--- config.mk ---
export PLATFORM = sky130hd
export DESIGN_NAME = rtc_cal_divider
export DESIGN_NICKNAME = d
export VERILOG_FILES = /design/src/rtl/rtc_cal_pkg.sv /design/src/rtl/rtc_cal_prescaler.sv /design/src/rtl/rtc_cal_blkcnt.sv /design/src/rtl/rtc_cal_seq.sv /design/src/rtl/rtc_cal_ftgen.sv /design/src/rtl/rtc_cal_divider.sv
export SDC_FILE = /design/constraint.sdc
export NUM_CORES = 1
export LEC_CHECK = 0
export BUFFER_PORTS_ARGS = -buffer_cell sky130_fd_sc_hd__buf_4
export CORE_UTILIZATION = 28
export CTS_CLUSTER_SIZE = 8
export DETAILED_ROUTE_END_ITERATION = 8
export GPL_ROUTABILITY_DRIVEN = 0
export MAX_ROUTING_LAYER = met4
export SETUP_SLACK_MARGIN = 0.4
export SLEW_MARGIN = 20
export SYNTH_ARGS = -nofsm -noshare
export SYNTH_HDL_FRONTEND = slang
export SYNTH_SLANG_ARGS = --single-unit
export TNS_END_PERCENT = 50
--- constraint.sdc ---
create_clock -name clk -period 3.16 [get_ports clk]
set_input_delay 0.632 -clock clk [delete_from_list [all_inputs] [get_ports clk]]
set_output_delay 0.632 -clock clk [all_outputs]
set_load 0.05 [all_outputs]
--- src/rtl/rtc_cal_pkg.sv ---
package rtc_cal_pkg;
    localparam int CAL_W = 5;   // calibration magnitude width
    localparam int MIN_W = 6;   // minute index in the 64-minute cycle

    typedef enum logic [1:0] {
        SM_PLAIN = 2'd0,
        SM_SHORT = 2'd1,
        SM_LONG  = 2'd2,
        SM_HALT  = 2'd3
    } sec_mode_e;
endpackage

--- src/rtl/rtc_cal_prescaler.sv ---
// First divider stage: counts oscillator cycles into blocks; the first block
// of a stretched second lasts one and a half blocks.
module rtc_cal_prescaler #(
    parameter int PRE_W = 8
) (
    input  logic clk,
    input  logic rst_n,
    input  logic adv,
    input  logic clr,
    input  logic stretch,
    output logic blk_done
);
    localparam int CW = PRE_W + 1;
    localparam logic [CW-1:0] LIM_NORM = CW'((1 << PRE_W) - 1);
    localparam logic [CW-1:0] LIM_LONG = CW'((1 << PRE_W) + (1 << (PRE_W - 1)) - 1);

    logic [CW-1:0] cnt_q;
    logic [CW-1:0] limit;

    assign limit    = stretch ? LIM_LONG : LIM_NORM;
    assign blk_done = adv && (cnt_q == limit);

    always_ff @(posedge clk or negedge rst_n) begin
        if (!rst_n) begin
            cnt_q <= '0;
        end else if (clr) begin
            cnt_q <= '0;
        end else if (adv) begin
            cnt_q <= blk_done ? '0 : cnt_q + 1'b1;
        end
    end
endmodule

--- src/rtl/rtc_cal_blkcnt.sv ---
// Second divider stage: counts blocks into a second; a shortened second
// ends one block early.
module rtc_cal_blkcnt #(
    parameter int SUB_W = 7
) (
    input  logic clk,
    input  logic rst_n,
    input  logic adv,
    input  logic clr,
    input  logic skip,
    output logic sec_done,
    output logic first_blk
);
    localparam logic [SUB_W-1:0] LAST_NORM = SUB_W'((1 << SUB_W) - 1);
    localparam logic [SUB_W-1:0] LAST_SKIP = SUB_W'((1 << SUB_W) - 2);

    logic [SUB_W-1:0] blk_q;
    logic [SUB_W-1:0] last;

    assign last      = skip ? LAST_SKIP : LAST_NORM;
    assign sec_done  = adv && (blk_q == last);
    assign first_blk = (blk_q == '0);

    always_ff @(posedge clk or negedge rst_n) begin
        if (!rst_n) begin
            blk_q <= '0;
        end else if (clr) begin
            blk_q <= '0;
        end else if (adv) begin
            blk_q <= sec_done ? '0 : blk_q + 1'b1;
        end
    end
endmodule

--- src/rtl/rtc_cal_seq.sv ---
// Correction sequencer: second/minute position, per-cycle latch of the
// calibration code and the state machine naming the kind of each second.
module rtc_cal_seq
    import rtc_cal_pkg::*;
#(
    parameter int SEC_PER_MIN = 60
) (
    input  logic             clk,
    input  logic             rst_n,
    input  logic             stop,
    input  logic             sec_done,
    input  logic [CAL_W-1:0] cal_mag,
    input  logic             cal_pos,
    output logic             short_sec,
    output logic             long_sec,
    output logic             halted,
    output logic [MIN_W-1:0] minute
);
    localparam int SEC_W = (SEC_PER_MIN > 1) ? $clog2(SEC_PER_MIN) : 1;
    localparam logic [MIN_W-1:0] MIN_LAST = '1;

    sec_mode_e state_q, state_d;

    logic [MIN_W-1:0] min_q;
    logic [CAL_W-1:0] mag_q;
    logic             pos_q;
    logic             s_last;   // current second is the last of its minute
    logic             s_first;  // current second is the first of its minute
    logic             wrap;
    logic [MIN_W-1:0] min_next;
    logic [CAL_W-1:0] eff_mag;
    logic             eff_pos;

    function automatic sec_mode_e pick_mode(input logic             first,
                                            input logic [MIN_W-1:0] m,
                                            input logic [CAL_W-1:0] mag,
                                            input logic             pos);
        if (first && (m < {mag, 1'b0})) begin
            return pos ? SM_SHORT : SM_LONG;
        end
        return SM_PLAIN;
    endfunction

    generate
        if (SEC_PER_MIN > 1) begin : g_sec_cnt
            localparam logic [SEC_W-1:0] S_LAST = SEC_W'(SEC_PER_MIN - 1);
            logic [SEC_W-1:0] sec_q;
            assign s_last  = (sec_q == S_LAST);
            assign s_first = (sec_q == '0);
            always_ff @(posedge clk or negedge rst_n) begin
                if (!rst_n) begin
                    sec_q <= '0;
                end else if (sec_done) begin
                    sec_q <= s_last ? '0 : sec_q + 1'b1;
                end
            end
        end else begin : g_sec_one
            assign s_last  = 1'b1;
            assign s_first = 1'b1;
        end
    endgenerate

    assign wrap     = s_last && (min_q == MIN_LAST);
    assign min_next = s_last ? min_q + 1'b1 : min_q;
    assign eff_mag  = wrap ? cal_mag : mag_q;
    assign eff_pos  = wrap ? cal_pos : pos_q;

    // position and latched code
    always_ff @(posedge clk or negedge rst_n) begin
        if (!rst_n) begin
            min_q <= '0;
            mag_q <= '0;
            pos_q <= 1'b0;
        end else if (sec_done) begin
            min_q <= min_next;
            if (wrap) begin
                mag_q <= cal_mag;
                pos_q <= cal_pos;
            end
        end
    end

    // next state
    always_comb begin
        state_d = state_q;
        if (stop) begin
            state_d = SM_HALT;
        end else begin
            unique case (state_q)
                SM_HALT:  state_d = pick_mode(s_first, min_q, mag_q, pos_q);
                SM_PLAIN,
                SM_SHORT,
                SM_LONG:  if (sec_done) state_d = pick_mode(s_last, min_next, eff_mag, eff_pos);
                default:  state_d = SM_HALT;
            endcase
        end
    end

    // state register
    always_ff @(posedge clk or negedge rst_n) begin
        if (!rst_n) begin
            state_q <= SM_PLAIN;
        end else begin
            state_q <= state_d;
        end
    end

    // outputs
    always_comb begin
        short_sec = 1'b0;
        long_sec  = 1'b0;
        halted    = 1'b0;
        unique case (state_q)
            SM_PLAIN: ;
            SM_SHORT: short_sec = 1'b1;
            SM_LONG:  long_sec  = 1'b1;
            SM_HALT:  halted    = 1'b1;
            default:  halted    = 1'b1;
        endcase
    end

    assign minute = min_q;
endmodule

--- src/rtl/rtc_cal_ftgen.sv ---
// Free-running test divider, independent of the corrected chain.
module rtc_cal_ftgen #(
    parameter int FT_W = 6
) (
    input  logic clk,
    input  logic rst_n,
    input  logic adv,
    input  logic clr,
    input  logic ft_en,
    output logic ft_out
);
    logic [FT_W-1:0] cnt_q;

    always_ff @(posedge clk or negedge rst_n) begin
        if (!rst_n) begin
            cnt_q <= '0;
        end else if (clr) begin
            cnt_q <= '0;
        end else if (adv) begin
            cnt_q <= cnt_q + 1'b1;
        end
    end

    assign ft_out = ft_en && cnt_q[FT_W-1];
endmodule

--- src/rtl/rtc_cal_divider.sv ---
module rtc_cal_divider
    import rtc_cal_pkg::*;
#(
    parameter int PRE_W       = 8,
    parameter int SUB_W       = 7,
    parameter int SEC_PER_MIN = 60,
    parameter int FT_W        = 6
) (
    input  logic             clk,
    input  logic             rst_n,
    input  logic             osc_en,
    input  logic             stop,
    input  logic [CAL_W-1:0] cal_mag,
    input  logic             cal_pos,
    input  logic             ft_en,
    output logic             tick_1hz,
    output logic [MIN_W-1:0] minute_pos,
    output logic             ft_out
);
    logic run;
    logic adv;
    logic blk_done;
    logic sec_done;
    logic first_blk;
    logic short_sec;
    logic long_sec;
    logic halted;
    logic tick_q;

    assign run = !stop && !halted;
    assign adv = osc_en && run;

    rtc_cal_prescaler #(.PRE_W(PRE_W)) u_pre (
        .clk      (clk),
        .rst_n    (rst_n),
        .adv      (adv),
        .clr      (!run),
        .stretch  (long_sec && first_blk),
        .blk_done (blk_done)
    );

    rtc_cal_blkcnt #(.SUB_W(SUB_W)) u_blk (
        .clk       (clk),
        .rst_n     (rst_n),
        .adv       (blk_done),
        .clr       (!run),
        .skip      (short_sec),
        .sec_done  (sec_done),
        .first_blk (first_blk)
    );

    rtc_cal_seq #(.SEC_PER_MIN(SEC_PER_MIN)) u_seq (
        .clk       (clk),
        .rst_n     (rst_n),
        .stop      (stop),
        .sec_done  (sec_done),
        .cal_mag   (cal_mag),
        .cal_pos   (cal_pos),
        .short_sec (short_sec),
        .long_sec  (long_sec),
        .halted    (halted),
        .minute    (minute_pos)
    );

    rtc_cal_ftgen #(.FT_W(FT_W)) u_ft (
        .clk    (clk),
        .rst_n  (rst_n),
        .adv    (osc_en && !stop),
        .clr    (stop),
        .ft_en  (ft_en),
        .ft_out (ft_out)
    );

    always_ff @(posedge clk or negedge rst_n) begin
        if (!rst_n) begin
            tick_q <= 1'b0;
        end else begin
            tick_q <= sec_done;
        end
    end

    assign tick_1hz = tick_q;
endmodule

# Word-level counts from Yosys, hierarchy flattened

Index checks and enable logic that the tools add are counted.

Flip-flop bits (word level): 43
Input port bits: 11
Output and inout port bits: 8
Logic and storage cells: 76

Add/sub/neg operators: 5
Order comparisons: 2
Equal/unequal tests: 10
Mux-type cells: 33
Reductions and logical operators: 17

Operators by type and width:

| cell                  | count |
|---|---|
| $mux W9               | 4 |
| $mux W6               | 4 |
| $mux W7               | 3 |
| $add A6 B1 Y6 const B | 3 |
| $mux W2               | 8 |
| $eq A6 B6 Y1 const B  | 2 |
| $lt A6 B6 Y1          | 2 |
| $mux W1               | 12 |
| $logic_and A1 B1 Y1   | 10 |
| $add A9 B1 Y9 const B | 1 |
| $eq A9 B9 Y1          | 1 |
| $add A7 B1 Y7 const B | 1 |
| $eq A7 B7 Y1          | 1 |
| $logic_not A7 Y1      | 1 |
| $logic_not A6 Y1      | 1 |
| $mux W5               | 1 |
| $eq A2 B2 Y1 const B  | 2 |
| $ne A2 B1 Y1 const B  | 2 |
| $pmux W2 S2           | 1 |
| $ne A3 B3 Y1 const B  | 1 |
| $reduce_or A3 Y1      | 1 |
| $eq A2 B1 Y1 const B  | 1 |
| $logic_not A1 Y1      | 2 |
| $logic_not A2 Y1      | 1 |
| $reduce_bool A2 Y1    | 1 |

# Depth between registers and ports, before layout

Depth in word-level cells: 14
Mapped depth: 11
Mapped depth without buffers: 11

# Hierarchy

From an unflattened synthesis, not the netlist that was laid out.

Cell total of the unflattened synthesis: 259
Area, all modules: 2,633.8 sq um

By module, submodules not included:

| module            | times used | cells each | area each (sq um) | sequential area each (sq um) |
|---|---|---|---|---|
| rtc_cal_seq       | 1          | 126        | 1,303.8           | 500.5 |
| rtc_cal_prescaler | 1          | 54         | 519.2             | 225.2 |
| rtc_cal_blkcnt    | 1          | 49         | 484.2             | 175.2 |
| rtc_cal_ftgen     | 1          | 25         | 275.3             | 150.1 |
| rtc_cal_divider   | 1          | 5          | 51.3              | 25.0 |

# Worst setup path after synthesis

No wires, ideal clock.

Kind: register to register
Start point: register u_seq.min_q[1] (netlist: u_seq.minute[1])
End point: register u_seq.state_q[0]
Library setup time: 79 ps
Arrival time: 2,982 ps
Required time: 3,081 ps
Setup slack: 99 ps
Cell stages (with the launch flop): 11
Buffers on the path: 0
Clock period less this slack: 3,061 ps
Path through: dfrtp_1 -> ha_1 -> nand4_4 -> nor3_4 -> mux2i_1 -> ha_1 -> a21o_1 -> a21o_1 -> a2111oi_2 -> o211ai_1 -> a2bb2oi_1

Cells in the longest elaborated chain, start to end: 13

RTL lines:

| item                                                   | RTL line           | text |
|---|---|---|
| start, declared                                        | rtc_cal_seq.sv:24  | `logic [MIN_W-1:0] min_q;` |
| start signal, assigned                                 | rtc_cal_seq.sv:75  | `min_q <= min_next;` |
| branches (longest 11 deep; another with $add A6 B1 Y6) | n/a                |  |
| $pmux W2 S2 *                                          | rtc_cal_seq.sv:89  | `unique case (state_q)` |
| $mux W2 *                                              | rtc_cal_seq.sv:86  | `if (stop) begin` |
| end signal, assigned                                   | rtc_cal_seq.sv:104 | `state_q <= state_d;` |
| end, declared                                          | rtc_cal_seq.sv:22  | `sec_mode_e state_q, state_d;` |

Every way passes the cells marked *. The select of a mux whose other input is x is not followed.
A chain may end at the register's enable or synchronous reset.

# Worst setup path after layout

Start point: register u_seq.g_sec_cnt.sec_q[1]
End point: register u_seq.state_q[1]

RTL lines:

| item                        | RTL line          | text |
|---|---|---|
| start, declared             | rtc_cal_seq.sv:47 | `logic [SEC_W-1:0] sec_q;` |
| start signal, assigned      | rtc_cal_seq.sv:54 | `sec_q <= s_last ? '0 : sec_q + 1'b1;` |
| $eq A6 B6 Y1                | rtc_cal_seq.sv:48 | `assign s_last = (sec_q == S_LAST);` |
| $mux W6                     | rtc_cal_seq.sv:64 | `assign min_next = s_last ? min_q + 1'b1 : min_q;` |
| named net u_seq.min_next[3] | rtc_cal_seq.sv:30 | `logic [MIN_W-1:0] min_next;` |
| $lt A6 B6 Y1                | rtc_cal_seq.sv:38 | `if (first && (m < {mag, 1'b0})) begin` |
| $logic_and A1 B1 Y1         | rtc_cal_seq.sv:38 |  |
| $mux W1                     | rtc_cal_seq.sv:38 |  |
| $mux W1                     | rtc_cal_seq.sv:93 | `SM_LONG: if (sec_done) state_d = pick_mode(s_last, min_next, eff_mag, eff_pos);` |
| $mux W1                     | rtc_cal_seq.sv:89 |  |
| $mux W1                     | rtc_cal_seq.sv:86 |  |
| $mux W2                     | rtc_cal_seq.sv:41 | `return SM_PLAIN;` |
| $mux W2                     | rtc_cal_seq.sv:93 |  |
| $pmux W2 S2                 | rtc_cal_seq.sv:89 |  |
| $mux W2                     | rtc_cal_seq.sv:86 |  |

The timed path passes the listed nets, and every way through them passes these cells. The select of a mux whose other input is x is not followed.

==> impl_metrics.tcl <==
set metrics [dict create \
    outcome "finished, final reports clean" \
    p_sw_share_pct 26.0 \
    relSlewSlack_pct 62.7 \
    layout_min_cycle_time_ns 2.69 \
    final_nets 315 \
    cts_buffers 5 \
    p_sw_mw 0.262 \
    num_vias 2072 \
    clock-root-buffer "clkbuf_8" \
    cts_tree "built" \
    ys_ff_latch 43 \
    synth.cell_area_mm2 0.00259 \
    min_period_over_period_pct 85.0 \
    layout-drive-gt1-share_pct 21.0 \
    synth.distinct_cells 51 \
    die_w_um 98.2 \
    finalSetupViolations 0 \
    power_frac_seq_pct 56.4 \
    cts_sinks 43 \
    yosys_warnings 0 \
    rsz0062_at_grt "true" \
    async_reset_ff_share_pct 100 \
    grt_antenna_before_repair 0 \
    internal-power_mw 0.746 \
    post-dp-hpwl_mm 4.01 \
    grt.overflow.total 0 \
    wl_mm 5.76 \
    syn_avg_cell_area_um2 9.89 \
    port-buffer-count 18 \
    max_freq_mhz 372 \
    clkPwrFrac_pct 35.5 \
    drv_slew 0 \
    crit_required_ns 3.39 \
    grt_pass1_wl_mm 9.83 \
    crit_arrival_ns 2.92 \
    critPathCaptureType "flop" \
    area_growth_pct 17.4 \
    tightestPinTransition_ns 0.560 \
    clock-skew-final_ns 0.0113 \
    ant_nets 0 \
    die_h_um 98.2 \
    synth-seq-area-share_pct 41.5 \
    drt_iter0_drc 133 \
    hold_path.class "primary input to async pin" \
    grt_pass1_vias 1991 \
    yosys.area.top_type_share_pct 41.5 \
    synth.area.top_cells "dfrtp_1 (42%), ha_1 (7.2%), xor2_1 (5.4%)" \
    worst_skew_pair.late_latency_ns 0.30 \
    path_clk_slew_ns 0.09 \
    pin_count 19 \
    dr.pass1.iters 6 \
    postCtsHoldBufs 0 \
    routed_via_density 5.21 \
    drc 0 \
    synth_flop_cell "dfrtp_1" \
    power.density_mw_per_mm2 331 \
    tns_ns 0 \
    start_kind "flop" \
    synth_edf_count 0 \
    leakage_nw 1.38 \
    antenna_cells 0 \
    grtUsageTotal_pct 13.1 \
    setup.worst_path.class "flop to flop" \
    post_drt_wl_per_cell_um 14.5 \
    pwr-share-comb_pct 8.2 \
    clockBufferDepth 2 \
    max-vdd-ir-drop_mv 0.162 \
    post-route-util_pct 34.4 \
    synth.largest_area_cell "dfrtp_1" \
    drv_cap 0 \
    worst-path-max-fanout 5 \
    synth_nets 288 \
    synthCells 262 \
    core-area_mm2 0.00885 \
    rows 34 \
    final_hold_viol_count 0 \
    htreeDepth 2 \
    die-area_mm2 0.00965 \
    start_util_pct 29.3 \
    grt_max_degree 44 \
]
-- cells in the final DEF, fill, tap and decap left out, types with 3 or more instances in the layout --
| cell | instances |
|---|---|
| a21o_1 | 4 |
| a21oi_1 | 13 |
| and2_1 | 3 |
| and3_1 | 3 |
| and4_1 | 3 |
| buf_4 | 28 |
| clkbuf_8 | 5 |
| dfrtp_1 | 37 |
| dfrtp_2 | 6 |
| ha_1 | 13 |
| inv_1 | 13 |
| mux2_2 | 6 |
| mux2i_1 | 11 |
| nand2_1 | 17 |
| nand2b_1 | 3 |
| nand3_1 | 14 |
| nand4_1 | 9 |
| nor2_1 | 20 |
| nor4_1 | 3 |
| o21ai_0 | 7 |
| o21ai_1 | 3 |
| or3_1 | 7 |
| xnor2_1 | 5 |
| xor2_1 | 16 |
-- layer usage --
metal / global-route usage, % / vias to the layer above / routed length [µm]
met2: 20.2 / 42 / 2770
met3: 2.08 / 12 / 214
met4: 4.71 / 0 / 123
met5: - / - / 0
li1: - / 1001 / -
met1: 17.3 / 1017 / 2660
-- cells by family after synthesis --
group / share of synthesized area (%)
buffers and inverters: 3.33
multiplexers: 6.85
XOR/XNOR: 7.09
AO/OA/AOI/OAI: 12.0
AND/OR/NAND/NOR: 22.0
flip-flops: 41.5
adder cells (fa/ha/maj): 7.24
-- through the flow --
| stage | total power, mW | instance area [µm²] | hold slack [ns] | std cells | worst slack, ns |
|---|---|---|---|---|---|
| floorplan | 0.620 | 2610 | 0.336 | 262 | 0.422 |
| global placement | 0.656 | 2880 | 0.515 | 384 | 0.289 |
| detailed placement | 0.660 | 2880 | 0.532 | 384 | 0.138 |
| CTS | 1.02 | 3010 | 0.343 | 395 | 0.408 |
| global route | 1.05 | 3040 | 0.361 | 398 | 0.288 |
| finish | 1.01 | 3040 | 0.304 | 398 | 0.473 |
-- critical path, cell delays in order, from the launching register on --
cell	delay [ns]
dfrtp_1	0.42
ha_4	0.18
and4b_1	0.21
and2_4	0.16
nand4_1	0.14
xnor2_1	0.18
ha_1	0.31
a21o_1	0.17
a21o_1	0.19
a2111oi_4	0.32
o211ai_1	0.18
a2bb2oi_2	0.17
-- sequential cells by signal (all words and copies together), names as in the netlist --
signal	cells
u_seq.g_sec_cnt.sec_q	6
u_seq.minute	6
u_seq.mag_q	5
u_blk.blk_q	7
u_ft.cnt_q	6
tick_1hz	1
u_seq.pos_q	1
u_seq.state_q	2
u_pre.cnt_q	9
-- power groups by stage --
stage / combinational [mW] / sequential [mW] / clock [mW]
floorplan: 0.0449 / 0.576 / 0
global placement: 0.0777 / 0.578 / 0
detailed placement: 0.0813 / 0.579 / 0
CTS: 0.0829 / 0.568 / 0.367
global route: 0.0930 / 0.570 / 0.391
finish: 0.0823 / 0.568 / 0.358
-- cell type report --
class	count	area, µm²
Timing Repair Buffer	28	210
Fill cell	904	5810
Tap cell	108	135
Sequential cell	43	1080
Clock buffer	6	72.6
Clock inverter	2	12.5
Inverter	13	48.8
Multi-Input combinational cell	198	1480
-- what timing repair did --
| action | in CTS | in global routing |
|---|---|---|
| buffers inserted | 3 | 3 |
| pin swaps | 4 | 10 |
| resized for setup | 4 | 3 |
| setup endpoints to repair | 2 | 8 |
| gates cloned | 0 | 0 |
-- cell usage after synthesis, types with 2 or more instances --
cell type  instances
o21ai_1            4
xor2_1            16
a21boi_0           2
clkbuf_1           3
ha_1              15
a221oi_1           2
nand3_1           14
and4b_1            2
nand2b_1           3
and4_1             3
nand2_1           17
a21o_1             4
and3_1             3
nor3_1             2
a211o_1            2
dfrtp_1           43
xnor2_1            5
inv_1             13
or3_1              7
mux2_2             6
nor2_1            20
nor4_1             3
a21oi_1           13
buf_2              3
and2_1             4
o21ai_0            7
mux2i_1           11
nand4_1            9
nor2b_1            2
o211ai_1           2
a2bb2oi_1          2
-- path summary, 6_finish.rpt --
path,startpoint,to,slack [ns],depth (start not counted)
max,u_seq.g_sec_cnt.sec_q[1]$_DFFE_PN0P_,u_seq.state_q[1]$_DFFE_PN0P_,0.47,11
min,rst_n,u_pre.cnt_q[3]$_DFFE_PN0P_,0.30,1
max reg2reg,u_seq.g_sec_cnt.sec_q[1]$_DFFE_PN0P_,u_seq.state_q[1]$_DFFE_PN0P_,0.47,11
min reg2reg,u_seq.minute[5]$_DFFE_PN0P_,u_seq.minute[5]$_DFFE_PN0P_,0.54,1
max in group asynchronous,rst_n,u_seq.minute[3]$_DFFE_PN0P_,2.42,1
min in group clk,u_seq.minute[5]$_DFFE_PN0P_,u_seq.minute[5]$_DFFE_PN0P_,0.54,1
Power figures use the tool's default switching activity.
